<file path="src/rtl/icyc_pkg.sv">
package icyc_pkg;

    localparam int WORD_W = 16;
    localparam int ADDR_W = 12;
    localparam int OPC_W  = 3;
    localparam int PAD_W  = WORD_W - ADDR_W;

    typedef logic [WORD_W-1:0] word_t;
    typedef logic [ADDR_W-1:0] addr_t;

    typedef enum logic [OPC_W-1:0] {
        OPC_LOAD  = 3'd0,
        OPC_STORE = 3'd1,
        OPC_ADD   = 3'd2,
        OPC_JUMP  = 3'd3,
        OPC_RETI  = 3'd4,
        OPC_NOPA  = 3'd5,
        OPC_NOPB  = 3'd6,
        OPC_HALT  = 3'd7
    } opc_t;

    typedef struct packed {
        logic  ind;
        opc_t  opc;
        addr_t field;
    } instr_t;

    typedef enum logic [4:0] {
        ST_F_MAR, ST_F_RD, ST_F_WAIT, ST_F_IR,
        ST_I_MAR, ST_I_RD, ST_I_WAIT, ST_I_IR,
        ST_X_START, ST_X_RD, ST_X_WAIT, ST_X_DONE, ST_X_WR,
        ST_INT_MBR, ST_INT_WR, ST_INT_VEC,
        ST_HALT
    } state_t;

    typedef enum logic [1:0] { MAR_FROM_PC, MAR_FROM_IR, MAR_FROM_MBR, MAR_FROM_SAVE } mar_src_t;
    typedef enum logic [1:0] { MBR_FROM_MEM, MBR_FROM_ACC, MBR_FROM_PC } mbr_src_t;
    typedef enum logic [1:0] { PC_FROM_IR, PC_FROM_MBR, PC_FROM_VEC } pc_src_t;
    typedef enum logic [1:0] { ACC_KEEP, ACC_LOAD, ACC_ADD } acc_op_t;

    // register-transfer control word produced by the sequencer every cycle
    typedef struct packed {
        logic     mar_ld;
        mar_src_t mar_src;
        logic     mbr_ld;
        mbr_src_t mbr_src;
        logic     ir_ld;
        logic     ir_field_ld;
        logic     pc_inc;
        logic     pc_ld;
        pc_src_t  pc_src;
        acc_op_t  acc_op;
        logic     ie_set;
        logic     ie_clr;
    } ctl_t;

    function automatic instr_t as_instr(word_t w);
        return instr_t'(w);
    endfunction

    function automatic word_t widen_addr(addr_t a);
        return {{PAD_W{1'b0}}, a};
    endfunction

    function automatic logic needs_operand(opc_t o);
        return (o == OPC_LOAD) || (o == OPC_ADD) || (o == OPC_RETI);
    endfunction

endpackage

</file>
<file path="src/rtl/icyc_accum.sv">
module icyc_accum
    import icyc_pkg::*;
(
    input  logic    clk,
    input  logic    rst,
    input  acc_op_t op,
    input  word_t   operand,
    output word_t   acc
);
    word_t acc_q, acc_d;

    always_comb begin
        unique case (op)
            ACC_LOAD: acc_d = operand;
            ACC_ADD:  acc_d = acc_q + operand;
            default:  acc_d = acc_q;
        endcase
    end

    always_ff @(posedge clk) begin
        if (rst) acc_q <= '0;
        else     acc_q <= acc_d;
    end

    assign acc = acc_q;

    assert_acc_wrap_R4: assert property (@(posedge clk) disable iff (rst)
        (op == ACC_ADD) |=> (acc_q == word_t'($past(acc_q) + $past(operand))));

endmodule

</file>
<file path="src/rtl/icyc_datapath.sv">
module icyc_datapath
    import icyc_pkg::*;
#(
    parameter addr_t RESET_PC  = 12'h010,
    parameter addr_t SAVE_ADDR = 12'h000,
    parameter addr_t VEC_ADDR  = 12'h001
) (
    input  logic  clk,
    input  logic  rst,
    input  ctl_t  ctl,
    input  word_t mem_rdata,
    output addr_t mem_addr,
    output word_t mem_wdata,
    output opc_t  ir_opc,
    output logic  mbr_ind,
    output logic  ie
);
    addr_t pc_q, mar_q, ir_field_q;
    opc_t  ir_opc_q;
    word_t mbr_q, acc;
    logic  ie_q;

    addr_t mar_d, pc_d;
    word_t mbr_d;
    instr_t mbr_view;

    assign mbr_view = as_instr(mbr_q);

    always_comb begin
        unique case (ctl.mar_src)
            MAR_FROM_PC:  mar_d = pc_q;
            MAR_FROM_IR:  mar_d = ir_field_q;
            MAR_FROM_MBR: mar_d = mbr_view.field;
            default:      mar_d = SAVE_ADDR;
        endcase
    end

    always_comb begin
        unique case (ctl.mbr_src)
            MBR_FROM_ACC: mbr_d = acc;
            MBR_FROM_PC:  mbr_d = widen_addr(pc_q);
            default:      mbr_d = mem_rdata;
        endcase
    end

    always_comb begin
        unique case (ctl.pc_src)
            PC_FROM_IR:  pc_d = ir_field_q;
            PC_FROM_MBR: pc_d = mbr_view.field;
            default:     pc_d = VEC_ADDR;
        endcase
    end

    always_ff @(posedge clk) begin
        if (rst) begin
            pc_q       <= RESET_PC;
            mar_q      <= '0;
            mbr_q      <= '0;
            ir_opc_q   <= OPC_NOPA;
            ir_field_q <= '0;
            ie_q       <= 1'b1;
        end else begin
            if (ctl.mar_ld) mar_q <= mar_d;
            if (ctl.mbr_ld) mbr_q <= mbr_d;
            if (ctl.ir_ld) begin
                ir_opc_q   <= mbr_view.opc;
                ir_field_q <= mbr_view.field;
            end else if (ctl.ir_field_ld) begin
                ir_field_q <= mbr_view.field;
            end
            if (ctl.pc_inc)     pc_q <= pc_q + 1'b1;
            else if (ctl.pc_ld) pc_q <= pc_d;
            if (ctl.ie_set)      ie_q <= 1'b1;
            else if (ctl.ie_clr) ie_q <= 1'b0;
        end
    end

    icyc_accum u_accum (
        .clk     (clk),
        .rst     (rst),
        .op      (ctl.acc_op),
        .operand (mbr_q),
        .acc     (acc)
    );

    assign mem_addr  = mar_q;
    assign mem_wdata = mbr_q;
    assign ir_opc    = ir_opc_q;
    assign mbr_ind   = mbr_view.ind;
    assign ie        = ie_q;

    assert_pc_step_R2: assert property (@(posedge clk) disable iff (rst)
        ctl.ir_ld |=> (pc_q == addr_t'($past(pc_q) + 1'b1)));

    assert_vector_R8: assert property (@(posedge clk) disable iff (rst)
        (ctl.pc_ld && ctl.pc_src == PC_FROM_VEC) |=> (pc_q == VEC_ADDR && !ie_q));

endmodule

</file>
<file path="src/rtl/icyc_ctrl.sv">
module icyc_ctrl
    import icyc_pkg::*;
(
    input  logic   clk,
    input  logic   rst,
    input  logic   irq,
    input  logic   ie,
    input  opc_t   ir_opc,
    input  logic   mbr_ind,
    output ctl_t   ctl,
    output logic   mem_rd,
    output logic   mem_wr,
    output state_t state
);
    state_t state_q, state_d;
    logic   exec_end;

    always_ff @(posedge clk) begin
        if (rst) state_q <= ST_F_MAR;
        else     state_q <= state_d;
    end

    always_comb begin
        ctl      = '0;
        mem_rd   = 1'b0;
        mem_wr   = 1'b0;
        exec_end = 1'b0;
        state_d  = state_q;
        unique case (state_q)
            ST_F_MAR: begin
                ctl.mar_ld  = 1'b1;
                ctl.mar_src = MAR_FROM_PC;
                state_d     = ST_F_RD;
            end
            ST_F_RD: begin
                mem_rd  = 1'b1;
                state_d = ST_F_WAIT;
            end
            ST_F_WAIT: begin
                ctl.mbr_ld  = 1'b1;
                ctl.mbr_src = MBR_FROM_MEM;
                state_d     = ST_F_IR;
            end
            ST_F_IR: begin
                ctl.ir_ld  = 1'b1;
                ctl.pc_inc = 1'b1;
                state_d    = mbr_ind ? ST_I_MAR : ST_X_START;
            end
            ST_I_MAR: begin
                ctl.mar_ld  = 1'b1;
                ctl.mar_src = MAR_FROM_MBR;
                state_d     = ST_I_RD;
            end
            ST_I_RD: begin
                mem_rd  = 1'b1;
                state_d = ST_I_WAIT;
            end
            ST_I_WAIT: begin
                ctl.mbr_ld  = 1'b1;
                ctl.mbr_src = MBR_FROM_MEM;
                state_d     = ST_I_IR;
            end
            ST_I_IR: begin
                ctl.ir_field_ld = 1'b1;
                state_d         = ST_X_START;
            end
            ST_X_START: begin
                if (needs_operand(ir_opc)) begin
                    ctl.mar_ld  = 1'b1;
                    ctl.mar_src = (ir_opc == OPC_RETI) ? MAR_FROM_SAVE : MAR_FROM_IR;
                    state_d     = ST_X_RD;
                end else if (ir_opc == OPC_STORE) begin
                    ctl.mar_ld  = 1'b1;
                    ctl.mar_src = MAR_FROM_IR;
                    ctl.mbr_ld  = 1'b1;
                    ctl.mbr_src = MBR_FROM_ACC;
                    state_d     = ST_X_WR;
                end else if (ir_opc == OPC_HALT) begin
                    state_d = ST_HALT;
                end else begin
                    if (ir_opc == OPC_JUMP) begin
                        ctl.pc_ld  = 1'b1;
                        ctl.pc_src = PC_FROM_IR;
                    end
                    exec_end = 1'b1;
                end
            end
            ST_X_RD: begin
                mem_rd  = 1'b1;
                state_d = ST_X_WAIT;
            end
            ST_X_WAIT: begin
                ctl.mbr_ld  = 1'b1;
                ctl.mbr_src = MBR_FROM_MEM;
                state_d     = ST_X_DONE;
            end
            ST_X_DONE: begin
                unique case (ir_opc)
                    OPC_LOAD: ctl.acc_op = ACC_LOAD;
                    OPC_ADD:  ctl.acc_op = ACC_ADD;
                    default: begin
                        ctl.pc_ld  = 1'b1;
                        ctl.pc_src = PC_FROM_MBR;
                        ctl.ie_set = 1'b1;
                    end
                endcase
                exec_end = 1'b1;
            end
            ST_X_WR: begin
                mem_wr   = 1'b1;
                exec_end = 1'b1;
            end
            ST_INT_MBR: begin
                ctl.mbr_ld  = 1'b1;
                ctl.mbr_src = MBR_FROM_PC;
                ctl.mar_ld  = 1'b1;
                ctl.mar_src = MAR_FROM_SAVE;
                state_d     = ST_INT_WR;
            end
            ST_INT_WR: begin
                mem_wr  = 1'b1;
                state_d = ST_INT_VEC;
            end
            ST_INT_VEC: begin
                ctl.pc_ld  = 1'b1;
                ctl.pc_src = PC_FROM_VEC;
                ctl.ie_clr = 1'b1;
                state_d    = ST_F_MAR;
            end
            default: state_d = ST_HALT;
        endcase
        // request line is looked at only here, at the execute boundary
        if (exec_end) state_d = (irq && ie) ? ST_INT_MBR : ST_F_MAR;
    end

    assign state = state_q;

    assert_halt_sticky_R10: assert property (@(posedge clk) disable iff (rst)
        (state_q == ST_HALT) |=> (state_q == ST_HALT && !mem_rd && !mem_wr));

    assert_read_latency_R2: assert property (@(posedge clk) disable iff (rst)
        mem_rd |=> (ctl.mbr_ld && ctl.mbr_src == MBR_FROM_MEM));

    assert_irq_gate_R8: assert property (@(posedge clk) disable iff (rst)
        (state_q == ST_INT_MBR) |-> $past(irq && ie));

    assert_reti_enable_R9: assert property (@(posedge clk) disable iff (rst)
        (state_q == ST_X_DONE && ir_opc == OPC_RETI) |=> ie);

endmodule

</file>
<file path="src/rtl/icyc_sequencer.sv">
module icyc_sequencer
    import icyc_pkg::*;
#(
    parameter addr_t RESET_PC  = 12'h010,
    parameter addr_t SAVE_ADDR = 12'h000,
    parameter addr_t VEC_ADDR  = 12'h001
) (
    input  logic              clk,
    input  logic              rst,
    input  logic              irq,
    output logic              mem_rd,
    output logic              mem_wr,
    output logic [ADDR_W-1:0] mem_addr,
    output logic [WORD_W-1:0] mem_wdata,
    input  logic [WORD_W-1:0] mem_rdata,
    output logic              halted
);
    ctl_t   ctl;
    state_t st;
    opc_t   ir_opc;
    logic   mbr_ind, ie;

    icyc_ctrl u_ctrl (
        .clk     (clk),
        .rst     (rst),
        .irq     (irq),
        .ie      (ie),
        .ir_opc  (ir_opc),
        .mbr_ind (mbr_ind),
        .ctl     (ctl),
        .mem_rd  (mem_rd),
        .mem_wr  (mem_wr),
        .state   (st)
    );

    icyc_datapath #(
        .RESET_PC  (RESET_PC),
        .SAVE_ADDR (SAVE_ADDR),
        .VEC_ADDR  (VEC_ADDR)
    ) u_dp (
        .clk       (clk),
        .rst       (rst),
        .ctl       (ctl),
        .mem_rdata (mem_rdata),
        .mem_addr  (mem_addr),
        .mem_wdata (mem_wdata),
        .ir_opc    (ir_opc),
        .mbr_ind   (mbr_ind),
        .ie        (ie)
    );

    assign halted = (st == ST_HALT);

    assert_strobe_excl_R11: assert property (@(posedge clk) disable iff (rst)
        !(mem_rd && mem_wr));

    assert_save_target_R8: assert property (@(posedge clk) disable iff (rst)
        (st == ST_INT_WR) |-> (mem_wr && mem_addr == SAVE_ADDR));

endmodule

</file>
<file path="config.mk">
export PLATFORM = sky130hd
export DESIGN_NAME = icyc_sequencer
export DESIGN_NICKNAME = d
export VERILOG_FILES = /design/src/rtl/icyc_pkg.sv /design/src/rtl/icyc_accum.sv /design/src/rtl/icyc_datapath.sv /design/src/rtl/icyc_ctrl.sv /design/src/rtl/icyc_sequencer.sv
export SDC_FILE = /design/constraint.sdc
export NUM_CORES = 1
export LEC_CHECK = 0
export BUFFER_PORTS_ARGS = -buffer_cell sky130_fd_sc_hd__buf_2
export CORE_UTILIZATION = 55
export DETAILED_ROUTE_END_ITERATION = 10
export PLACE_DENSITY = 0.75
export SETUP_SLACK_MARGIN = 0.02
export SLEW_MARGIN = 20
export SYNTH_ARGS = -nofsm -noshare
export SYNTH_HDL_FRONTEND = slang
export SYNTH_SLANG_ARGS = --single-unit
</file>
<file path="constraint.sdc">
create_clock -name clk -period 3.3 [get_ports clk]
set_input_delay 0.66 -clock clk [delete_from_list [all_inputs] [get_ports clk]]
set_output_delay 0.66 -clock clk [all_outputs]
set_load 0.005 [all_outputs]
</file>
==> results.md <==
* Fill cell count at 776
* Final net count at 704
* Final Power at 3240 µW
* Ports at 50
* Synth async-reset ratio at 0%
* Post-DR vias/cell at 6.54
* Maxcap violations at 0
* Setup_tns at 0 ns
* CP top delay family: simple AND/OR/NAND/NOR gates
* Hold EP: u_dp.ir_field_q[11]$_SDFFE_PP0P_
* Hold path startpoint: u_dp.ir_field_q[11]$_SDFFE_PP0P_
* Post-CTS Setup Repair Bufs at 0
* Die height at 96.0 µm
* GRT Util Overall at 32.6%
* GPL Wtd Cong at 0.913
* Tmin final at 2.91 ns
* Die W at 96.0 µm
* Post-Synthesis Cells at 637
* Initial antenna violation count at 0
* Root Driver: clkbuf_8
* Final Hold Viols at 0
* Met2 Usage GRT at 54.6%
* CORE AREA at 8380 µm²
* Final worst path period share at 88.1%
* Final-report max-slew violation count at 0
* YS warnings at 0
* DIE AREA at 9220 µm²
* CTS sink count at 77
* Remaining DRCs at 0
* Peak VDD IR at 0.000273 V
* Hold WS at 0.479 ns
* Max transition margin at 30.1%
* P_leak at 0.00205 µW
* CP Max Fanout at 16
* Met3 usage at 5.45%
* Unrepaired setup endpoints after global routing: no
* Crit path buf inv count at 1
* TritonCTS clock tree: done
* FF+latch area at 1540 µm²
* Max Fclk at 344 MHz
* Syn nets at 676
* CTS H-tree lvls at 3
* Multi-input logic area at 3050 µm²
* CP peak stage delay at 0.63 ns
* Sequential share of the synthesized area at 31.7%
* Worst reg2reg path startpoint: u_ctrl.state[3]$_SDFFE_PP0P_
* Synth unique cells at 66
* Worst R2R End: u_dp.u_accum.acc[11]$_SDFFE_PP0P_
* CP startpoint kind: flop
* R2R setup slack at 0.39 ns
* Top FF cell, synth: dfxtp_1
* First-pass DRT Iterations at 6
* Post-detail-place hpwl at 10,300 µm
* # hold bufs at CTS at 0
* Share of layout cells above drive strength 1 at 14.9%
* Starting Density at 58.0%
* GR peak layer: met2
* Hold Crit Depth at 2
* Slowest library cell on the worst path: dfxtp_1
* Number of buffers inserted by port buffering at 49
* Clk_lat worst skew at 0.36 ns
* Syn Std Cell Area at 4860 µm²
* Grt ovf at 0
* Routed wire length at 14,400 µm
* Setup violators final at 0
* Status: finished clean
* Worst-margin pin slew at 1.04 ns
* Crit-path cells: nand2b_1, or4_1, ha_1, inv_1, nor2_1, a2111oi_1
* Total CTS buffers at 9
* Yosys reg bits at 77
* R2r worst-path depth at 6
* Met1 global-route usage at 41.8%
* Post-CTS sizing at 0
* Hold WC Path Type: reg2reg
* Largest net degree at the start of global routing at 40
* Clock buffer depth at 2
* First-pass GRT wire length at 22,800 µm
* Worst EP required at 3.51 ns
* Crit end category: flop
* N_diodes at 0
* Area Growth Syn to Fin at 9.88%
* Critical path class: reg2reg
* Vias at 5,060
* PwrDens at 606 nW/µm²
* Clock skew at 0.0123 ns
* Number of global-route vias before repair at 4,518
* Initial drt markers at 548
* Clk slew on worst S/H paths at 0.08 ns
* CP arrival at 3.12 ns
* Routed Antenna Nets at 0
* Mean Syn Cell Area at 7.63 µm²
* WL/cell at 18.6 µm
* Row count at 33
* EDFF count, synth at 0
worst max path at each step:
stage                                              start                                 to  slack, ns  depth (start not counted)
after detailed placement  u_dp.mem_wdata[0]$_SDFFE_PP0P_  u_dp.u_accum.acc[14]$_SDFFE_PP0P_       0.44                          9
after floorplan           u_dp.mem_wdata[0]$_SDFFE_PP0P_  u_dp.u_accum.acc[14]$_SDFFE_PP0P_       0.82                          9
after global routing      u_dp.mem_wdata[0]$_SDFFE_PP0P_  u_dp.u_accum.acc[14]$_SDFFE_PP0P_       0.15                          9
final                       u_ctrl.state[3]$_SDFFE_PP0P_  u_dp.u_accum.acc[11]$_SDFFE_PP0P_       0.39                          6
after CTS                   u_ctrl.state[3]$_SDFFE_PP0P_  u_dp.u_accum.acc[11]$_SDFFE_PP0P_       0.40                          6
after global placement    u_dp.mem_wdata[0]$_SDFFE_PP0P_  u_dp.u_accum.acc[14]$_SDFFE_PP0P_       0.54                          9
cell type report:
| class | count | share of cell area, % |
|---|---|---|
| clock buffer | 9 | 2.32 |
| clock inverter | 6 | 1.17 |
| inverter | 16 | 1.12 |
| multi-input combinational | 495 | 57.1 |
| sequential | 77 | 28.9 |
| tap | 105 | 2.46 |
| timing repair buffer | 66 | 6.98 |
metal layers:
| metal | up-vias | wire (µm) |
|---|---|---|
| met5 | - | 0 |
| met4 | 0 | 361 |
| met3 | 34 | 883 |
| met2 | 203 | 6970 |
| met1 | 2418 | 6210 |
| li1 | 2405 | - |
cell usage in the layout (no fill, tap or decap), types with 3 or more instances in the layout:
cell type | synthesis | layout
o21ai_0 | 21 | 21
xor2_1 | 8 | 8
a2111oi_0 | 3 | 3
nor2_1 | 96 | 96
dfxtp_1 | 77 | 77
a21o_1 | 9 | 9
buf_2 | 10 | 49
clkbuf_8 | 0 | 9
nand4_1 | 4 | 4
a22oi_1 | 23 | 23
a21oi_1 | 77 | 77
nor4b_1 | 3 | 3
nand2b_1 | 4 | 4
buf_4 | 2 | 17
or3_1 | 4 | 4
nand3_1 | 14 | 14
inv_1 | 16 | 16
a211oi_1 | 16 | 16
nor3_1 | 13 | 13
o21a_1 | 5 | 4
ha_1 | 19 | 19
a222oi_1 | 13 | 13
xnor2_1 | 6 | 6
o211ai_1 | 3 | 3
nor2b_1 | 5 | 5
nand2_1 | 66 | 66
o31ai_1 | 3 | 3
o32ai_1 | 4 | 4
o221a_2 | 3 | 3
a211oi_2 | 8 | 8
mux2i_1 | 8 | 8
a31oi_1 | 13 | 13
clkinv_2 | 0 | 3
report_power, final:
group          internal, µW  switching [µW]  leakage (µW)
logic                   481             768       0.00132
clock network           346             372     0.0000992
registers              1060             209      0.000625
worst min-delay path: stages (launching register included):
cell and delay, ns:
dfxtp_1 0.33, nand2_1 0.06, a21oi_1 0.05
logic make-up (layout without fill, tap and decap cells):
logic type      Yosys count  count (layout)  synth area share, %
buf+inv                  65              97                 5.59
mux                       8               8                 1.65
flops                    77              77                 31.7
simple gates            232             232                 21.7
fa+ha+maj                21              21                 5.53
xor+xnor                 14              14                 2.52
compound gates          220             220                 31.3
state kept, by name (all words and copies together), names as in the netlist:
signal / cells
u_dp.pc_q: 12
u_dp.mem_wdata: 16
u_dp.ir_opc: 3
u_dp.u_accum.acc: 16
u_ctrl.state: 5
u_dp.ir_field_q: 12
u_dp.ie: 1
u_dp.mem_addr: 12
metrics by stage:
step | instance area [µm²] | cells | setup slack [ns] | utilization, %
floorplan | 4860 | 637 | 0.820 | -
global placement | 5150 | 759 | 0.542 | 61.5
detailed placement | 5150 | 759 | 0.436 | 61.5
CTS | 5340 | 774 | 0.398 | 63.7
global route | 5340 | 774 | 0.149 | 63.7
finish | 5340 | 774 | 0.392 | 63.7
cells in the mapped netlist, drive strengths merged (3+ instances only):
| cell type | n | area share (%) |
|---|---|---|
| nand3 | 14 | 1.4 |
| clkbuf | 28 | 2.2 |
| mux2i | 8 | 1.6 |
| o21a | 5 | 0.77 |
| nor4b | 3 | 0.54 |
| a211oi | 24 | 4.5 |
| a21oi | 77 | 7.9 |
| o21ai | 23 | 2.4 |
| nor3 | 13 | 1.3 |
| xnor2 | 6 | 1.1 |
| nand2 | 66 | 5.1 |
| a31oi | 13 | 1.7 |
| nor3b | 3 | 0.57 |
| a22oi | 23 | 3.6 |
| buf | 21 | 2.2 |
| o32ai | 4 | 0.72 |
| nor2b | 5 | 0.64 |
| and2 | 3 | 0.39 |
| ha | 19 | 4.9 |
| o31ai | 4 | 0.72 |
| nor2 | 96 | 7.4 |
| or3 | 4 | 0.51 |
| o221a | 3 | 0.69 |
| a21o | 9 | 1.4 |
| xor2 | 8 | 1.4 |
| inv | 16 | 1.2 |
| nand2b | 4 | 0.51 |
| dfxtp | 77 | 32 |
| nand4 | 4 | 0.51 |
| a2111oi | 5 | 1.3 |
| a222oi | 13 | 2.7 |
| o211ai | 3 | 0.46 |
(Power assumes the default switching activity.)
